$ cat config.mk
export PLATFORM = sky130hd
export DESIGN_NAME = parbus_master
export DESIGN_NICKNAME = d
export VERILOG_FILES = /design/src/rtl/pbm_pkg.sv /design/src/rtl/pbm_seq.sv /design/src/rtl/pbm_addr.sv /design/src/rtl/pbm_pins.sv /design/src/rtl/parbus_master.sv
export SDC_FILE = /design/constraint.sdc
export NUM_CORES = 1
export LEC_CHECK = 0
export CAP_MARGIN = 20
export CORE_ASPECT_RATIO = 0.8
export CORE_UTILIZATION = 44
export CTS_CLUSTER_DIAMETER = 60
export DETAILED_ROUTE_END_ITERATION = 10
export MAX_ROUTING_LAYER = met4
export PLACE_DENSITY = 0.76
export SYNTH_ARGS = -nofsm -noshare
export SYNTH_HDL_FRONTEND = slang
export SYNTH_SLANG_ARGS = --single-unit
$ cat constraint.sdc
create_clock -name clk -period 2.1 [get_ports clk]
set_input_delay 0.315 -clock clk [delete_from_list [all_inputs] [get_ports clk]]
set_output_delay 0.315 -clock clk [all_outputs]
set_load 0.005 [all_outputs]
$ cat src/rtl/pbm_pkg.sv
package pbm_pkg;

  typedef enum logic [2:0] {
    PH_IDLE  = 3'd0,
    PH_ALO   = 3'd1,
    PH_AHI   = 3'd2,
    PH_SETUP = 3'd3,
    PH_STRB  = 3'd4,
    PH_HOLD  = 3'd5
  } phase_e;

  typedef enum logic [1:0] {
    STEP_KEEP = 2'd0,
    STEP_INC  = 2'd1,
    STEP_DEC  = 2'd2,
    STEP_RSV  = 2'd3
  } step_e;

  // Active-level selection, one bit per control pin (1 = active high)
  typedef struct packed {
    logic cs2;
    logic cs1;
    logic alh;
    logic all;
    logic stb_b;
    logic stb_a;
  } pol_t;

  function automatic logic drive_level(input logic active_high, input logic act);
    return active_high ? act : ~act;
  endfunction

endpackage

$ cat src/rtl/pbm_seq.sv
module pbm_seq
  import pbm_pkg::*;
#(
  parameter int WSW = 2
) (
  input  logic           clk,
  input  logic           rst_n,
  input  logic           start,
  input  logic [1:0]     mux,
  input  logic [WSW-1:0] ws_setup,
  input  logic [WSW-1:0] ws_strobe,
  input  logic [WSW-1:0] ws_hold,
  output phase_e         phase,
  output logic           done,
  output logic           sample
);

  phase_e         ph_q, ph_d;
  logic [WSW-1:0] cnt_q, cnt_d;

  // Phase entered once address latching is over
  phase_e         post_ph;
  logic [WSW-1:0] post_cnt;
  // Phase entered when the strobe ends
  phase_e         tail_ph;
  logic [WSW-1:0] tail_cnt;

  always_comb begin
    if (ws_setup != '0) begin
      post_ph  = PH_SETUP;
      post_cnt = ws_setup - 1'b1;
    end else begin
      post_ph  = PH_STRB;
      post_cnt = ws_strobe;
    end
    if (ws_hold != '0) begin
      tail_ph  = PH_HOLD;
      tail_cnt = ws_hold - 1'b1;
    end else begin
      tail_ph  = PH_IDLE;
      tail_cnt = '0;
    end
  end

  always_comb begin
    ph_d   = ph_q;
    cnt_d  = cnt_q;
    done   = 1'b0;
    sample = 1'b0;
    case (ph_q)
      PH_IDLE: begin
        if (start) begin
          if (mux != 2'd0) begin
            ph_d = PH_ALO;
          end else begin
            ph_d  = post_ph;
            cnt_d = post_cnt;
          end
        end
      end
      PH_ALO: begin
        if (mux >= 2'd2) begin
          ph_d = PH_AHI;
        end else begin
          ph_d  = post_ph;
          cnt_d = post_cnt;
        end
      end
      PH_AHI: begin
        ph_d  = post_ph;
        cnt_d = post_cnt;
      end
      PH_SETUP: begin
        if (cnt_q == '0) begin
          ph_d  = PH_STRB;
          cnt_d = ws_strobe;
        end else begin
          cnt_d = cnt_q - 1'b1;
        end
      end
      PH_STRB: begin
        if (cnt_q == '0) begin
          sample = 1'b1;
          ph_d   = tail_ph;
          cnt_d  = tail_cnt;
          done   = (ws_hold == '0);
        end else begin
          cnt_d = cnt_q - 1'b1;
        end
      end
      PH_HOLD: begin
        if (cnt_q == '0) begin
          ph_d = PH_IDLE;
          done = 1'b1;
        end else begin
          cnt_d = cnt_q - 1'b1;
        end
      end
      default: begin
        ph_d  = PH_IDLE;
        cnt_d = '0;
      end
    endcase
  end

  always_ff @(posedge clk or negedge rst_n) begin
    if (!rst_n) begin
      ph_q  <= PH_IDLE;
      cnt_q <= '0;
    end else begin
      ph_q  <= ph_d;
      cnt_q <= cnt_d;
    end
  end

  assign phase = ph_q;

  assert_strobe_run_R2: assert property (@(posedge clk) disable iff (!rst_n)
    (ph_q == PH_STRB && cnt_q != '0) |=> (ph_q == PH_STRB));

  assert_setup_to_strobe_R2: assert property (@(posedge clk) disable iff (!rst_n)
    (ph_q == PH_SETUP && cnt_q == '0) |=> (ph_q == PH_STRB));

  assert_high_latch_follows_R5: assert property (@(posedge clk) disable iff (!rst_n)
    (ph_q == PH_ALO && mux >= 2'd2) |=> (ph_q == PH_AHI));

endmodule

$ cat src/rtl/pbm_addr.sv
module pbm_addr
  import pbm_pkg::*;
#(
  parameter int AW = 16
) (
  input  logic          clk,
  input  logic          rst_n,
  input  logic          load,
  input  logic [AW-1:0] load_val,
  input  logic          step,
  input  logic [1:0]    step_mode,
  input  logic          cs1_en,
  input  logic          cs2_en,
  output logic [AW-1:0] addr
);

  localparam logic [AW-1:0] ALL_ONES = '1;

  logic [AW-1:0] addr_q, mask, stepped, addr_nx;

  // Counted width: bits taken over by chip selects are left out
  always_comb begin
    if (cs1_en)      mask = ALL_ONES >> 2;
    else if (cs2_en) mask = ALL_ONES >> 1;
    else             mask = ALL_ONES;
  end

  always_comb begin
    case (step_e'(step_mode))
      STEP_INC: stepped = addr_q + 1'b1;
      STEP_DEC: stepped = addr_q - 1'b1;
      default:  stepped = addr_q;
    endcase
    addr_nx = (stepped & mask) | (addr_q & ~mask);
  end

  always_ff @(posedge clk or negedge rst_n) begin
    if (!rst_n)    addr_q <= '0;
    else if (load) addr_q <= load_val;
    else if (step) addr_q <= addr_nx;
  end

  assign addr = addr_q;

  assert_fixed_high_bits_R9: assert property (@(posedge clk) disable iff (!rst_n)
    (!load) |=> ((addr_q & ~$past(mask)) == ($past(addr_q) & ~$past(mask))));

  assert_quiet_between_R10: assert property (@(posedge clk) disable iff (!rst_n)
    (!load && !step) |=> $stable(addr_q));

endmodule

$ cat src/rtl/pbm_pins.sv
module pbm_pins
  import pbm_pkg::*;
#(
  parameter int AW = 16,
  parameter int DW = 8
) (
  input  logic          clk,
  input  logic          rst_n,
  input  phase_e        phase,
  input  logic          is_rd,
  input  logic          strobe_mode,
  input  logic [1:0]    mux,
  input  logic          cs1_en,
  input  logic          cs2_en,
  input  pol_t          pol,
  input  logic [AW-1:0] addr,
  input  logic [DW-1:0] wdata,
  output logic [AW-1:0] pad_addr,
  output logic [DW-1:0] pad_dout,
  output logic          pad_oe,
  output logic          pad_stb_a,
  output logic          pad_stb_b
);

  localparam int HW = AW - DW;

  logic active, in_strb, lat_lo, lat_hi, data_ph, wr_data;
  logic stb_a_act, stb_b_act;

  always_comb begin
    active  = (phase != PH_IDLE);
    in_strb = (phase == PH_STRB);
    lat_lo  = (phase == PH_ALO);
    lat_hi  = (phase == PH_AHI);
    data_ph = (phase == PH_SETUP) || in_strb || (phase == PH_HOLD);
    wr_data = data_ph && !is_rd;
  end

  // Strobe styles
  always_comb begin
    if (strobe_mode) begin
      stb_a_act = active && is_rd;
      stb_b_act = in_strb;
    end else begin
      stb_a_act = in_strb && is_rd;
      stb_b_act = in_strb && !is_rd;
    end
  end

  assign pad_stb_a = drive_level(pol.stb_a, stb_a_act);
  assign pad_stb_b = drive_level(pol.stb_b, stb_b_act);

  // Data pins: address bytes in latch phases, write byte in data phases
  always_comb begin
    pad_oe = lat_lo || lat_hi || wr_data;
    if (lat_lo)       pad_dout = addr[DW-1:0];
    else if (lat_hi)  pad_dout = DW'(addr[AW-1:DW]);
    else if (wr_data) pad_dout = wdata;
    else              pad_dout = '0;
  end

  // Address pins with latch strobes and chip-select takeover
  always_comb begin
    pad_addr = addr;
    if (mux != 2'd0) begin
      pad_addr[DW-1:0] = '0;
      pad_addr[0] = drive_level(pol.all, lat_lo);
      pad_addr[1] = drive_level(pol.alh, lat_hi);
      if (mux >= 2'd2) pad_addr[AW-1:DW] = {HW{1'b0}};
    end
    if (cs1_en) pad_addr[AW-2] = drive_level(pol.cs1, active);
    if (cs2_en) pad_addr[AW-1] = drive_level(pol.cs2, active);
  end

  assert_no_drive_on_read_R7: assert property (@(posedge clk) disable iff (!rst_n)
    (in_strb && is_rd) |-> !pad_oe);

  assert_latch_strobe_exclusive_R5: assert property (@(posedge clk) disable iff (!rst_n)
    $onehot0({lat_lo, lat_hi, stb_b_act && !strobe_mode, stb_a_act && !strobe_mode}));

endmodule

$ cat src/rtl/parbus_master.sv
module parbus_master
  import pbm_pkg::*;
#(
  parameter int AW  = 16,
  parameter int DW  = 8,
  parameter int WSW = 2
) (
  input  logic           clk,
  input  logic           rst_n,
  input  logic           req_valid,
  output logic           req_ready,
  input  logic           req_write,
  input  logic [DW-1:0]  req_wdata,
  output logic [DW-1:0]  rd_data,
  output logic           busy,
  input  logic           addr_load,
  input  logic [AW-1:0]  addr_load_val,
  input  logic           cfg_strobe_mode,
  input  logic [1:0]     cfg_mux,
  input  logic           cfg_cs1_en,
  input  logic           cfg_cs2_en,
  input  logic [1:0]     cfg_step,
  input  logic [WSW-1:0] cfg_wait_setup,
  input  logic [WSW-1:0] cfg_wait_strobe,
  input  logic [WSW-1:0] cfg_wait_hold,
  input  logic [5:0]     cfg_pol,
  output logic [AW-1:0]  pad_addr,
  output logic [DW-1:0]  pad_dout,
  output logic           pad_oe,
  input  logic [DW-1:0]  pad_din,
  output logic           pad_stb_a,
  output logic           pad_stb_b
);

  phase_e        phase;
  logic          start, seq_done, seq_sample;
  logic          is_rd_q;
  logic [DW-1:0] wdata_q, rd_data_q;
  logic [AW-1:0] addr;

  assign busy      = (phase != PH_IDLE);
  assign req_ready = !busy;
  assign start     = req_valid && req_ready;

  always_ff @(posedge clk or negedge rst_n) begin
    if (!rst_n) begin
      is_rd_q   <= 1'b0;
      wdata_q   <= '0;
      rd_data_q <= '0;
    end else begin
      if (start) begin
        is_rd_q <= !req_write;
        wdata_q <= req_wdata;
      end
      if (seq_sample && is_rd_q) rd_data_q <= pad_din;
    end
  end

  assign rd_data = rd_data_q;

  pbm_seq #(.WSW(WSW)) u_seq (
    .clk       (clk),
    .rst_n     (rst_n),
    .start     (start),
    .mux       (cfg_mux),
    .ws_setup  (cfg_wait_setup),
    .ws_strobe (cfg_wait_strobe),
    .ws_hold   (cfg_wait_hold),
    .phase     (phase),
    .done      (seq_done),
    .sample    (seq_sample)
  );

  pbm_addr #(.AW(AW)) u_addr (
    .clk       (clk),
    .rst_n     (rst_n),
    .load      (addr_load && !busy),
    .load_val  (addr_load_val),
    .step      (seq_done),
    .step_mode (cfg_step),
    .cs1_en    (cfg_cs1_en),
    .cs2_en    (cfg_cs2_en),
    .addr      (addr)
  );

  pbm_pins #(.AW(AW), .DW(DW)) u_pins (
    .clk         (clk),
    .rst_n       (rst_n),
    .phase       (phase),
    .is_rd       (is_rd_q),
    .strobe_mode (cfg_strobe_mode),
    .mux         (cfg_mux),
    .cs1_en      (cfg_cs1_en),
    .cs2_en      (cfg_cs2_en),
    .pol         (pol_t'(cfg_pol)),
    .addr        (addr),
    .wdata       (wdata_q),
    .pad_addr    (pad_addr),
    .pad_dout    (pad_dout),
    .pad_oe      (pad_oe),
    .pad_stb_a   (pad_stb_a),
    .pad_stb_b   (pad_stb_b)
  );

  assert_accept_R1: assert property (@(posedge clk) disable iff (!rst_n)
    (req_valid && req_ready) |=> busy);

  assert_idle_undriven_R7: assert property (@(posedge clk) disable iff (!rst_n)
    (!busy) |-> !pad_oe);

  assert_read_byte_held_R8: assert property (@(posedge clk) disable iff (!rst_n)
    (!(seq_sample && is_rd_q)) |=> $stable(rd_data_q));

endmodule

==> qor.json, run 1 <==
{
  "final-instance-count-excl-fill": 646,
  "h_tree_depth": 2,
  "tritoncts.num_buffers": 5,
  "outcome": "finished, violations left",
  "asyncSetResetFlopFracSynth_pct": 100,
  "critical_path_required_time_ns": 2.33,
  "rsz0062_at_grt": "true",
  "chipHeight_um": 79.1,
  "syn_area_per_cell_um2": 8.10,
  "synth_edf_count": 0,
  "layout-drive-gt1-share_pct": 30.1,
  "synth.distinct_cells": 63,
  "syn_nets": 465,
  "ioPinCount": 93,
  "cts.clk_slew.worst_paths_ns": 0.09,
  "crit_fanout": 4,
  "clock_tree.buffer_depth": 2,
  "cp-end-kind": "flip-flop",
  "port_buffers": 92,
  "violations": "negative setup slack",
  "post-route-period-util_pct": 105,
  "final_cell_area_um2": 5110,
  "grt_pass1_wl_um": 18600,
  "route.detailed.drc": 0,
  "detailedRoute.firstPassIterationCount": 8,
  "vdd_ir_drop_max_mv": 0.559,
  "floorplan.initialDensity_pct": 46.6,
  "overall_die_width_um": 98.4,
  "syn2layout_area_growth_pct": 56.1,
  "final_setup_margin_ns": -0.115,
  "tightestPinTransition_ns": 0.641,
  "clock_insertion_delay_worst_skew_ns": 0.32,
  "finalHoldWorstSlack_ns": 0.0128,
  "final-setup-viol-count": 5,
  "synth_area_leader_cell": "sky130_fd_sc_hd__dfrtp_1",
  "overflow": 0,
  "grt_pass1_vias": 3699,
  "cts_tree": "yes",
  "max_slew_violation_count": 0,
  "parity_gate_share_of_the_synthesized_area_counting_xor_and_xnor_cells_pct": 4.01,
  "power.leakage_nw": 2.20,
  "holdCritPathClass": "primary input to asynchronous set/reset pin",
  "grt_start_max_net_pins": 26,
  "gp_routability_congestion": 0.950,
  "detail_route.wl_per_cell_um": 18.4,
  "synthAdderAreaFrac_pct": 1.91,
  "hold_violations": 0,
  "relSlewSlack_pct": 57.3,
  "number_of_instances_in_the_synthesized_netlist": 404,
  "clkSinkCount": 38,
  "nNetsFinal": 619,
  "synth_commonest_cells": "sky130_fd_sc_hd__dfrtp_1, sky130_fd_sc_hd__nand2_1, sky130_fd_sc_hd__nor2_1",
  "core_region_area_um2": 7030,
  "grt_util_all_layers_pct": 31.4,
  "ant_nets": 0,
  "finalWorstPathRequiredPeriod_ns": 2.21,
  "critPathLaunchType": "flip-flop",
  "hpwlAfterDp_um": 8440,
  "dpl.cell_count": 615,
  "diodes": 0,
  "synth_most_common_cell": "sky130_fd_sc_hd__dfrtp_1",
  "yosys-top-cells-area": "sky130_fd_sc_hd__dfrtp_1, sky130_fd_sc_hd__mux2_2, sky130_fd_sc_hd__o21ai_0",
  "synth_compound_gate_area_share_pct": 27.2,
  "syn-cell-area_um2": 3270,
  "dieArea_um2": 7790,
  "grt_antenna_before_repair": 0,
  "ys_ff_latch": 38,
  "achievable-frequency_mhz": 452,
  "cts.root.buffer_cell": "sky130_fd_sc_hd__clkbuf_8",
  "crit_arrival_ns": 2.44,
  "via_per_inst": 5.98,
  "synth_simple_gate_area_share_pct": 23.5,
  "detailed_route_wire_length_um": 11900,
  "power_per_cell_area_nw_per_um2": 1290,
  "num_vias": 3865,
  "drt_iter0_drc": 316,
  "placed_cell_area_um2": 4680,
  "std_cell_rows": 27,
  "main_combinational_cell_family_by_area_after_synthesis": "compound AO/OA/AOI/OAI gates",
  "path_class": "flip-flop to flip-flop",
  "synth_sequential_area_ratio_pct": 29.1,
  "mux_contribution_to_synthesized_area_pct": 6.88,
  "clock-skew-final_ns": 0.00899,
  "synthFlopType": "sky130_fd_sc_hd__dfrtp_1",
  "yosysWarnings": 0,
  "post-synth-top-area-fraction_pct": 29.1,
  "max_cap_viol_count": 0
}
report_power, final:
group / switching (mW) / internal [mW]
clock: 0.331 / 0.354
combinational: 2.02 / 2.31
sequential: 0.465 / 1.11
layer usage:
layer | track usage, % | up-vias | wire (µm) | share of wire, %
li1 | - | 1796 | - | -
met1 | 43.0 | 1883 | 5300 | 45
met2 | 48.0 | 170 | 5340 | 45
met3 | 5.55 | 16 | 1040 | 8.7
met4 | 8.81 | 0 | 174 | 1.5
met5 | - | - | 0 | 0
what timing repair did:
item | in CTS | in global routing
pin swaps | 10 | 28
endpoints found under the setup margin | 29 | 26
gates cloned | 0 | 1
hold buffers | 0 | 0
resized for setup | 61 | 34
buffers inserted | 13 | 10
registers in the layout, summed over array words and instances, names as in the netlist, named ones only:
register	count
u_addr.addr	14
is_rd_q	1
wdata_q	8
rd_data	8
u_seq.cnt_q	2
u_seq.phase	3
metrics by stage:
| step | worst slack, ns | power [mW] | utilization, % | setup TNS, ns |
|---|---|---|---|---|
| global route | -0.224 | 7.00 | 72.7 | -1.28 |
| global placement | -0.743 | 5.26 | 66.7 | -9.12 |
| finish | -0.115 | 6.59 | 72.7 | -0.209 |
| detailed placement | -0.786 | 5.33 | 66.7 | -9.92 |
| CTS | -0.115 | 6.19 | 70.0 | -0.228 |
| floorplan | -0.412 | 3.56 | - | -1.82 |
logic make-up after synthesis:
group	count (synthesis)
xor+xnor	15
buf+inv	56
mux	20
simple gates	145
fa+ha+maj	5
flops	38
compound gates	125
critical path, stage by stage (launching register included):
cell	delay [ns]
sky130_fd_sc_hd__dfrtp_1	0.40
sky130_fd_sc_hd__xor2_1	0.18
sky130_fd_sc_hd__ha_2	0.22
sky130_fd_sc_hd__nor3b_4	0.20
sky130_fd_sc_hd__o21ai_2	0.11
sky130_fd_sc_hd__a21oi_4	0.21
sky130_fd_sc_hd__nand2_1	0.07
sky130_fd_sc_hd__a221o_1	0.36
sky130_fd_sc_hd__a21o_1	0.19
sky130_fd_sc_hd__o211ai_1	0.18
cell usage in the layout (no fill, tap or decap), types with 5 or more instances in the layout:
| cell | n |
|---|---|
| sky130_fd_sc_hd__buf_2 | 8 |
| sky130_fd_sc_hd__buf_6 | 9 |
| sky130_fd_sc_hd__clkbuf_2 | 5 |
| sky130_fd_sc_hd__dlygate4sd2_1 | 6 |
| sky130_fd_sc_hd__and2_1 | 8 |
| sky130_fd_sc_hd__dfrtp_2 | 6 |
| sky130_fd_sc_hd__clkbuf_8 | 5 |
| sky130_fd_sc_hd__xnor2_1 | 9 |
| sky130_fd_sc_hd__a21o_1 | 7 |
| sky130_fd_sc_hd__xor2_1 | 6 |
| sky130_fd_sc_hd__nand3_1 | 7 |
| sky130_fd_sc_hd__dfrtp_1 | 32 |
| sky130_fd_sc_hd__buf_4 | 77 |
| sky130_fd_sc_hd__nor2_1 | 29 |
| sky130_fd_sc_hd__o21ai_0 | 24 |
| sky130_fd_sc_hd__a21oi_1 | 22 |
| sky130_fd_sc_hd__a222oi_1 | 8 |
| sky130_fd_sc_hd__o211ai_1 | 5 |
| sky130_fd_sc_hd__mux2_2 | 16 |
| sky130_fd_sc_hd__a221o_1 | 6 |
| sky130_fd_sc_hd__nor3_1 | 20 |
| sky130_fd_sc_hd__nor4_1 | 5 |
| sky130_fd_sc_hd__clkdlybuf4s50_1 | 72 |
| sky130_fd_sc_hd__nor2b_1 | 11 |
| sky130_fd_sc_hd__inv_1 | 17 |
| sky130_fd_sc_hd__nand2_1 | 31 |
| sky130_fd_sc_hd__a22oi_1 | 5 |
path summary, 6_finish.rpt:
check	startpoint	depth (start not counted)	to	slack (ns)
worst max-delay path	u_addr.addr[1]$_DFFE_PN0P_	9	flip-flop	-0.11
worst min-delay path	rst_n	1	asynchronous set/reset pin	0.01
worst max register to register	u_addr.addr[1]$_DFFE_PN0P_	9	flip-flop	-0.11
worst min register to register	rd_data[6]$_DFFE_PN0P_	1	rd_data[6]$_DFFE_PN0P_	0.51
max in group asynchronous	rst_n	2	wdata_q[4]$_DFFE_PN0P_	1.52
min in group clk	rd_data[6]$_DFFE_PN0P_	1	rd_data[6]$_DFFE_PN0P_	0.51
layout make-up:
class	count	area, µm²
well taps	87	109
repair buffers	183	1630
clock buffers	5	68.8
multi-input cells	310	2210
inverters	20	90.1
clock inverters	3	45.0
fillers	548	1920
flip-flops and latches	38	958
No activity file was read; power rests on OpenSTA's default activity.
==> inputs of run 2 (changes only) <==
- CORE_UTILIZATION: 44 -> 45
- PLACE_DENSITY: 0.76 -> 0.75
- SYNTH_HIERARCHICAL: not set -> 1
==> run 2 against run 1 <==
Net effect: the run still ends with negative setup slack left; clock-buffer cell count stayed put; highest routed layer unchanged; total power is 8.2% higher; clock skew hardly changed; routed wire length is 15% higher.
==> qor.json, run 2 <==
{
  "power_per_cell_area": {"value": 1240, "unit": "nW/µm²", "change": "-3.7%"},
  "h_tree_depth": {"value": 2, "change": "unchanged"},
  "syn_area_per_cell": {"value": 8.28, "unit": "µm²", "change": "+2.2%"},
  "clock_tree.buffer_depth": {"value": 2, "change": "unchanged"},
  "num_vias": {"value": 4254, "change": "+10%"},
  "filler_cell_count": {"value": 560, "change": "+2.2%"},
  "max_slew_violation_count": {"value": 0, "change": "unchanged"},
  "chipHeight": {"value": 82.4, "unit": "µm", "change": "+4.1%"},
  "largest_register_ffs": {"value": 14, "change": "unchanged"},
  "tightestPinTransition": {"value": 0.472, "unit": "ns", "change": "-0.168 ns"},
  "final-setup-viol-count": {"value": 7, "change": "+2"},
  "yosys-top-cells-area": "sky130_fd_sc_hd__dfrtp_1, sky130_fd_sc_hd__mux2_2, sky130_fd_sc_hd__o21ai_0",
  "cts.clk_slew.worst_paths": {"value": 0.09, "unit": "ns", "change": "about the same"},
  "overflow": {"value": 0, "change": "unchanged"},
  "max_cap_viol_count": {"value": 0, "change": "unchanged"},
  "gp_routability_congestion": {"value": 1.04, "change": "+9.1%"},
  "cts_tree": "yes",
  "post-synth-top-area-fraction": {"value": 26.2, "unit": "%", "change": "-2.9 points"},
  "clock_insertion_delay_worst_skew": {"value": 0.30, "unit": "ns", "change": "-0.02 ns"},
  "floorplan.initialDensity": {"value": 47.8, "unit": "%", "change": "+1.2 points"},
  "path_class": "flip-flop to output pin",
  "syn-cell-area": {"value": 3630, "unit": "µm²", "change": "+11%"},
  "ys_ff_latch": {"value": 38, "change": "unchanged"},
  "synth_edf_count": {"value": 0, "change": "unchanged"},
  "core_region_area": {"value": 7600, "unit": "µm²", "change": "+8.2%"},
  "grt_pass1_wl": {"value": 20200, "unit": "µm", "change": "+8.7%"},
  "synthFlopType": "sky130_fd_sc_hd__dfrtp_1",
  "critical_path_required_time": {"value": 1.78, "unit": "ns", "change": "-0.55 ns"},
  "grt_antenna_before_repair": {"value": 0, "change": "unchanged"},
  "syn_nets": {"value": 500, "change": "+7.5%"},
  "dieArea": {"value": 8440, "unit": "µm²", "change": "+8.4%"},
  "detailedRoute.firstPassIterationCount": {"value": 7, "change": "-1"},
  "post-place-ws": {"value": -0.848, "unit": "ns", "change": "-0.0613 ns"},
  "finalCoreUtilization": {"value": 75.5, "unit": "%", "change": "+2.8 points"},
  "power.leakage": {"value": 2.35, "unit": "nW", "change": "+6.8%"},
  "violations": "negative setup slack",
  "rsz0062_at_grt": "true",
  "placed_cell_area": {"value": 5140, "unit": "µm²", "change": "+9.8%"},
  "critPathLaunchType": "flip-flop",
  "detailed_route_wire_length": {"value": 13700, "unit": "µm", "change": "+15%"},
  "vdd_ir_drop_max": {"value": 0.644, "unit": "mV", "change": "+15%"},
  "drt_iter0_drc": {"value": 339, "change": "+7.3%"},
  "asyncSetResetFlopFracSynth": {"value": 100, "unit": "%", "change": "unchanged"},
  "diodes": {"value": 0, "change": "unchanged"},
  "synth_area_leader_cell": "sky130_fd_sc_hd__dfrtp_1",
  "yosysWarnings": {"value": 6, "change": "+6"},
  "power.net_switching": {"value": 3.19, "unit": "mW", "change": "+13%"},
  "overall_die_width": {"value": 102, "unit": "µm", "change": "+4.1%"},
  "cp-end-kind": "output pin",
  "final_cell_area": {"value": 5740, "unit": "µm²", "change": "+12%"},
  "crit_fanout": {"value": 8, "change": "+4"},
  "finalHoldWorstSlack": {"value": 0.337, "unit": "ns", "change": "+0.324 ns"},
  "finalWorstPathRequiredPeriod": {"value": 2.22, "unit": "ns", "change": "+0.00947 ns"},
  "synth_commonest_cells": "sky130_fd_sc_hd__dfrtp_1, sky130_fd_sc_hd__nand2_1, sky130_fd_sc_hd__nor2_1",
  "number_of_instances_in_the_synthesized_netlist": {"value": 439, "change": "+8.7%"},
  "crit_arrival": {"value": 1.91, "unit": "ns", "change": "-0.53 ns"},
  "port_buffers": {"value": 92, "change": "unchanged"},
  "outcome": "finished, violations left",
  "intPower": {"value": 3.94, "unit": "mW", "change": "+4.4%"},
  "achievable-frequency": {"value": 450, "unit": "MHz", "change": "-0.43%"},
  "pwr-share-clk": {"value": 9.5, "unit": "%", "change": "-0.9 points"},
  "relSlewSlack": {"value": 68.5, "unit": "%", "change": "+11 points"},
  "route.detailed.drc": {"value": 0, "change": "unchanged"},
  "slowest_delay": {"value": 0.52, "unit": "ns", "change": "+0.12 ns"},
  "critical-path-slowest-cell": "sky130_fd_sc_hd__clkdlybuf4s50_1",
  "clkSinkCount": {"value": 38, "change": "unchanged"},
  "p_sw_share": {"value": 44.7, "unit": "%", "change": "+2.0 points"},
  "grt_util_all_layers": {"value": 32.6, "unit": "%", "change": "+1.1 points"},
  "share_seq_of_total_power": {"value": 21.1, "unit": "%", "change": "-2.7 points"},
  "holdCritPathClass": "primary input to asynchronous set/reset pin",
  "ant_nets": {"value": 0, "change": "unchanged"},
  "grt_pass1_vias": {"value": 3930, "change": "+6.2%"},
  "clock-skew-final": {"value": 0.00877, "unit": "ns", "change": "-0.000221 ns"},
  "share_comb_of_total_power": {"value": 69.4, "unit": "%", "change": "+3.6 points"},
  "layout-drive-gt1-share": {"value": 35.3, "unit": "%", "change": "+5.3 points"},
  "final_setup_margin": {"value": -0.124, "unit": "ns", "change": "-0.00947 ns"},
  "final_cell_mix": "sky130_fd_sc_hd__buf_4, sky130_fd_sc_hd__clkdlybuf4s50_1, sky130_fd_sc_hd__nand2_1",
  "detail_route.wl_per_cell": {"value": 19.1, "unit": "µm", "change": "+4.3%"},
  "commonest_non_fill_non_tap_cell_in_the_layout": "sky130_fd_sc_hd__buf_4",
  "timing.critical_path.cells": "buf_6, nor3b_4, o21ai_1, xor2_1, clkdlybuf4s50_1",
  "post-route-period-util": {"value": 106, "unit": "%", "change": "+0.45 points"},
  "power": {"value": 7.13, "unit": "mW", "change": "+8.2%"},
  "std_cell_rows": {"value": 28, "change": "+3.7%"},
  "tritoncts.num_buffers": {"value": 5, "change": "unchanged"},
  "ioPinCount": {"value": 93, "change": "unchanged"},
  "via_per_inst": {"value": 5.96, "change": "-0.42%"},
  "syn2layout_area_growth_pct": 57.9,
  "grt_start_max_net_pins": {"value": 21, "change": "-19%"},
  "nNetsFinal": {"value": 669, "change": "+8.1%"},
  "cts.root.buffer_cell": "sky130_fd_sc_hd__clkbuf_8",
  "synth.distinct_cells": {"value": 73, "change": "+16%"},
  "hold_violations": {"value": 0, "change": "unchanged"},
  "synth_sequential_area_ratio": {"value": 26.2, "unit": "%", "change": "-2.9 points"},
  "hpwlAfterDp": {"value": 9370, "unit": "µm", "change": "+11%"}
}
-- run 2: cell types whose count changed after synthesis, sizes merged, moves of 8 or more --
cell / before / now
o21ai: 29 / 44
mux2i: 3 / 14
clkbuf: 20 / 10
nor3: 22 / 12
a21oi: 26 / 18
a222oi: 8 / 0
-- run 2: metal layers --
| layer | share of wire (%) | GRT usage [%] | wire, µm | vias up |
|---|---|---|---|---|
| met4 | 2.5 | 10.4 | 340 | 0 |
| met5 | 0 | - | 0 | - |
| met3 | 8.9 | 6.40 | 1210 | 44 |
| met2 | 45 | 49.4 | 6200 | 249 |
| li1 | - | - | - | 1932 |
| met1 | 43 | 43.7 | 5920 | 2029 |
-- run 2: layout make-up --
class / count / area (µm²) / share of cell area [%]
Clock inverter: 3 / 45.0 / 0.785
Multi-Input combinational cell: 350 / 2700 / 47.0
Tap cell: 105 / 131 / 2.29
Clock buffer: 5 / 68.8 / 1.20
Inverter: 18 / 83.8 / 1.46
Timing Repair Buffer: 195 / 1750 / 30.5
Sequential cell: 38 / 958 / 16.7
-- run 2: worst paths after layout --
kind / endpoint / cells past startpoint / startpoint / slack, ns
setup / recovery: pad_stb_b / 5 / u_seq/phase[2]$_DFFE_PN0P_ / -0.12
hold / removal: rd_data[5]$_DFFE_PN0P_ / 2 / rst_n / 0.34
setup reg to reg: flip-flop / 8 / u_addr/addr[1]$_DFFE_PN0P_ / -0.08
hold reg to reg: wdata_q[0]$_DFFE_PN0P_ / 1 / wdata_q[0]$_DFFE_PN0P_ / 0.51
max in group asynchronous: u_seq/phase[2]$_DFFE_PN0P_ / 3 / rst_n / 1.27
min in group clk: wdata_q[0]$_DFFE_PN0P_ / 1 / wdata_q[0]$_DFFE_PN0P_ / 0.51
-- run 2: timing repair --
item,4_1_cts,5_1_grt
hold endpoints to repair,2,0
hold buffers,1,0
endpoints found under the setup margin,31,32
cloned,1,2
gates resized for setup,70,60
buffers inserted,9,15
pin swaps,19,28
-- run 2: kinds of logic after synthesis --
| group | after synthesis | synth area share, % |
|---|---|---|
| buffers and inverters | 51 | 8.61 |
| AOI/OAI and AO/OA | 129 | 24.1 |
| and+or+nand+nor | 160 | 24.0 |
| xor gates and xnor gates | 22 | 5.30 |
| DFF | 38 | 26.2 |
| adders and majority gates | 5 | 1.72 |
| muxes | 34 | 10.1 |
-- run 2: per-stage QoR --
| step | cells | setup TNS [ns] |
|---|---|---|
| final | 714 | -0.470 |
| after global routing | 714 | -1.33 |
| after CTS | 700 | -0.820 |
| after detailed placement | 681 | -9.59 |
| after global placement | 681 | -9.13 |
| after floorplan | 439 | -2.42 |
-- run 2: worst max-delay path, delay by kind of cell, from the launching register on --
| kind | cells | cell delay, ns |
|---|---|---|
| buffers and inverters | 2 | 0.68 |
| AO/OA/AOI/OAI | 1 | 0.12 |
| AND/OR/NAND/NOR | 1 | 0.21 |
| XOR/XNOR | 1 | 0.15 |
| flip-flops | 1 | 0.45 |
-- run 2: power by group through the flow --
stage               registers (mW)  logic (mW)  clock network (mW)
floorplan                     1.41        2.52                   0
global placement              1.46        4.22                   0
detailed placement            1.48        4.28                   0
CTS                           1.48        4.45               0.685
global route                  1.53        5.29               0.719
finish                        1.50        4.95               0.677
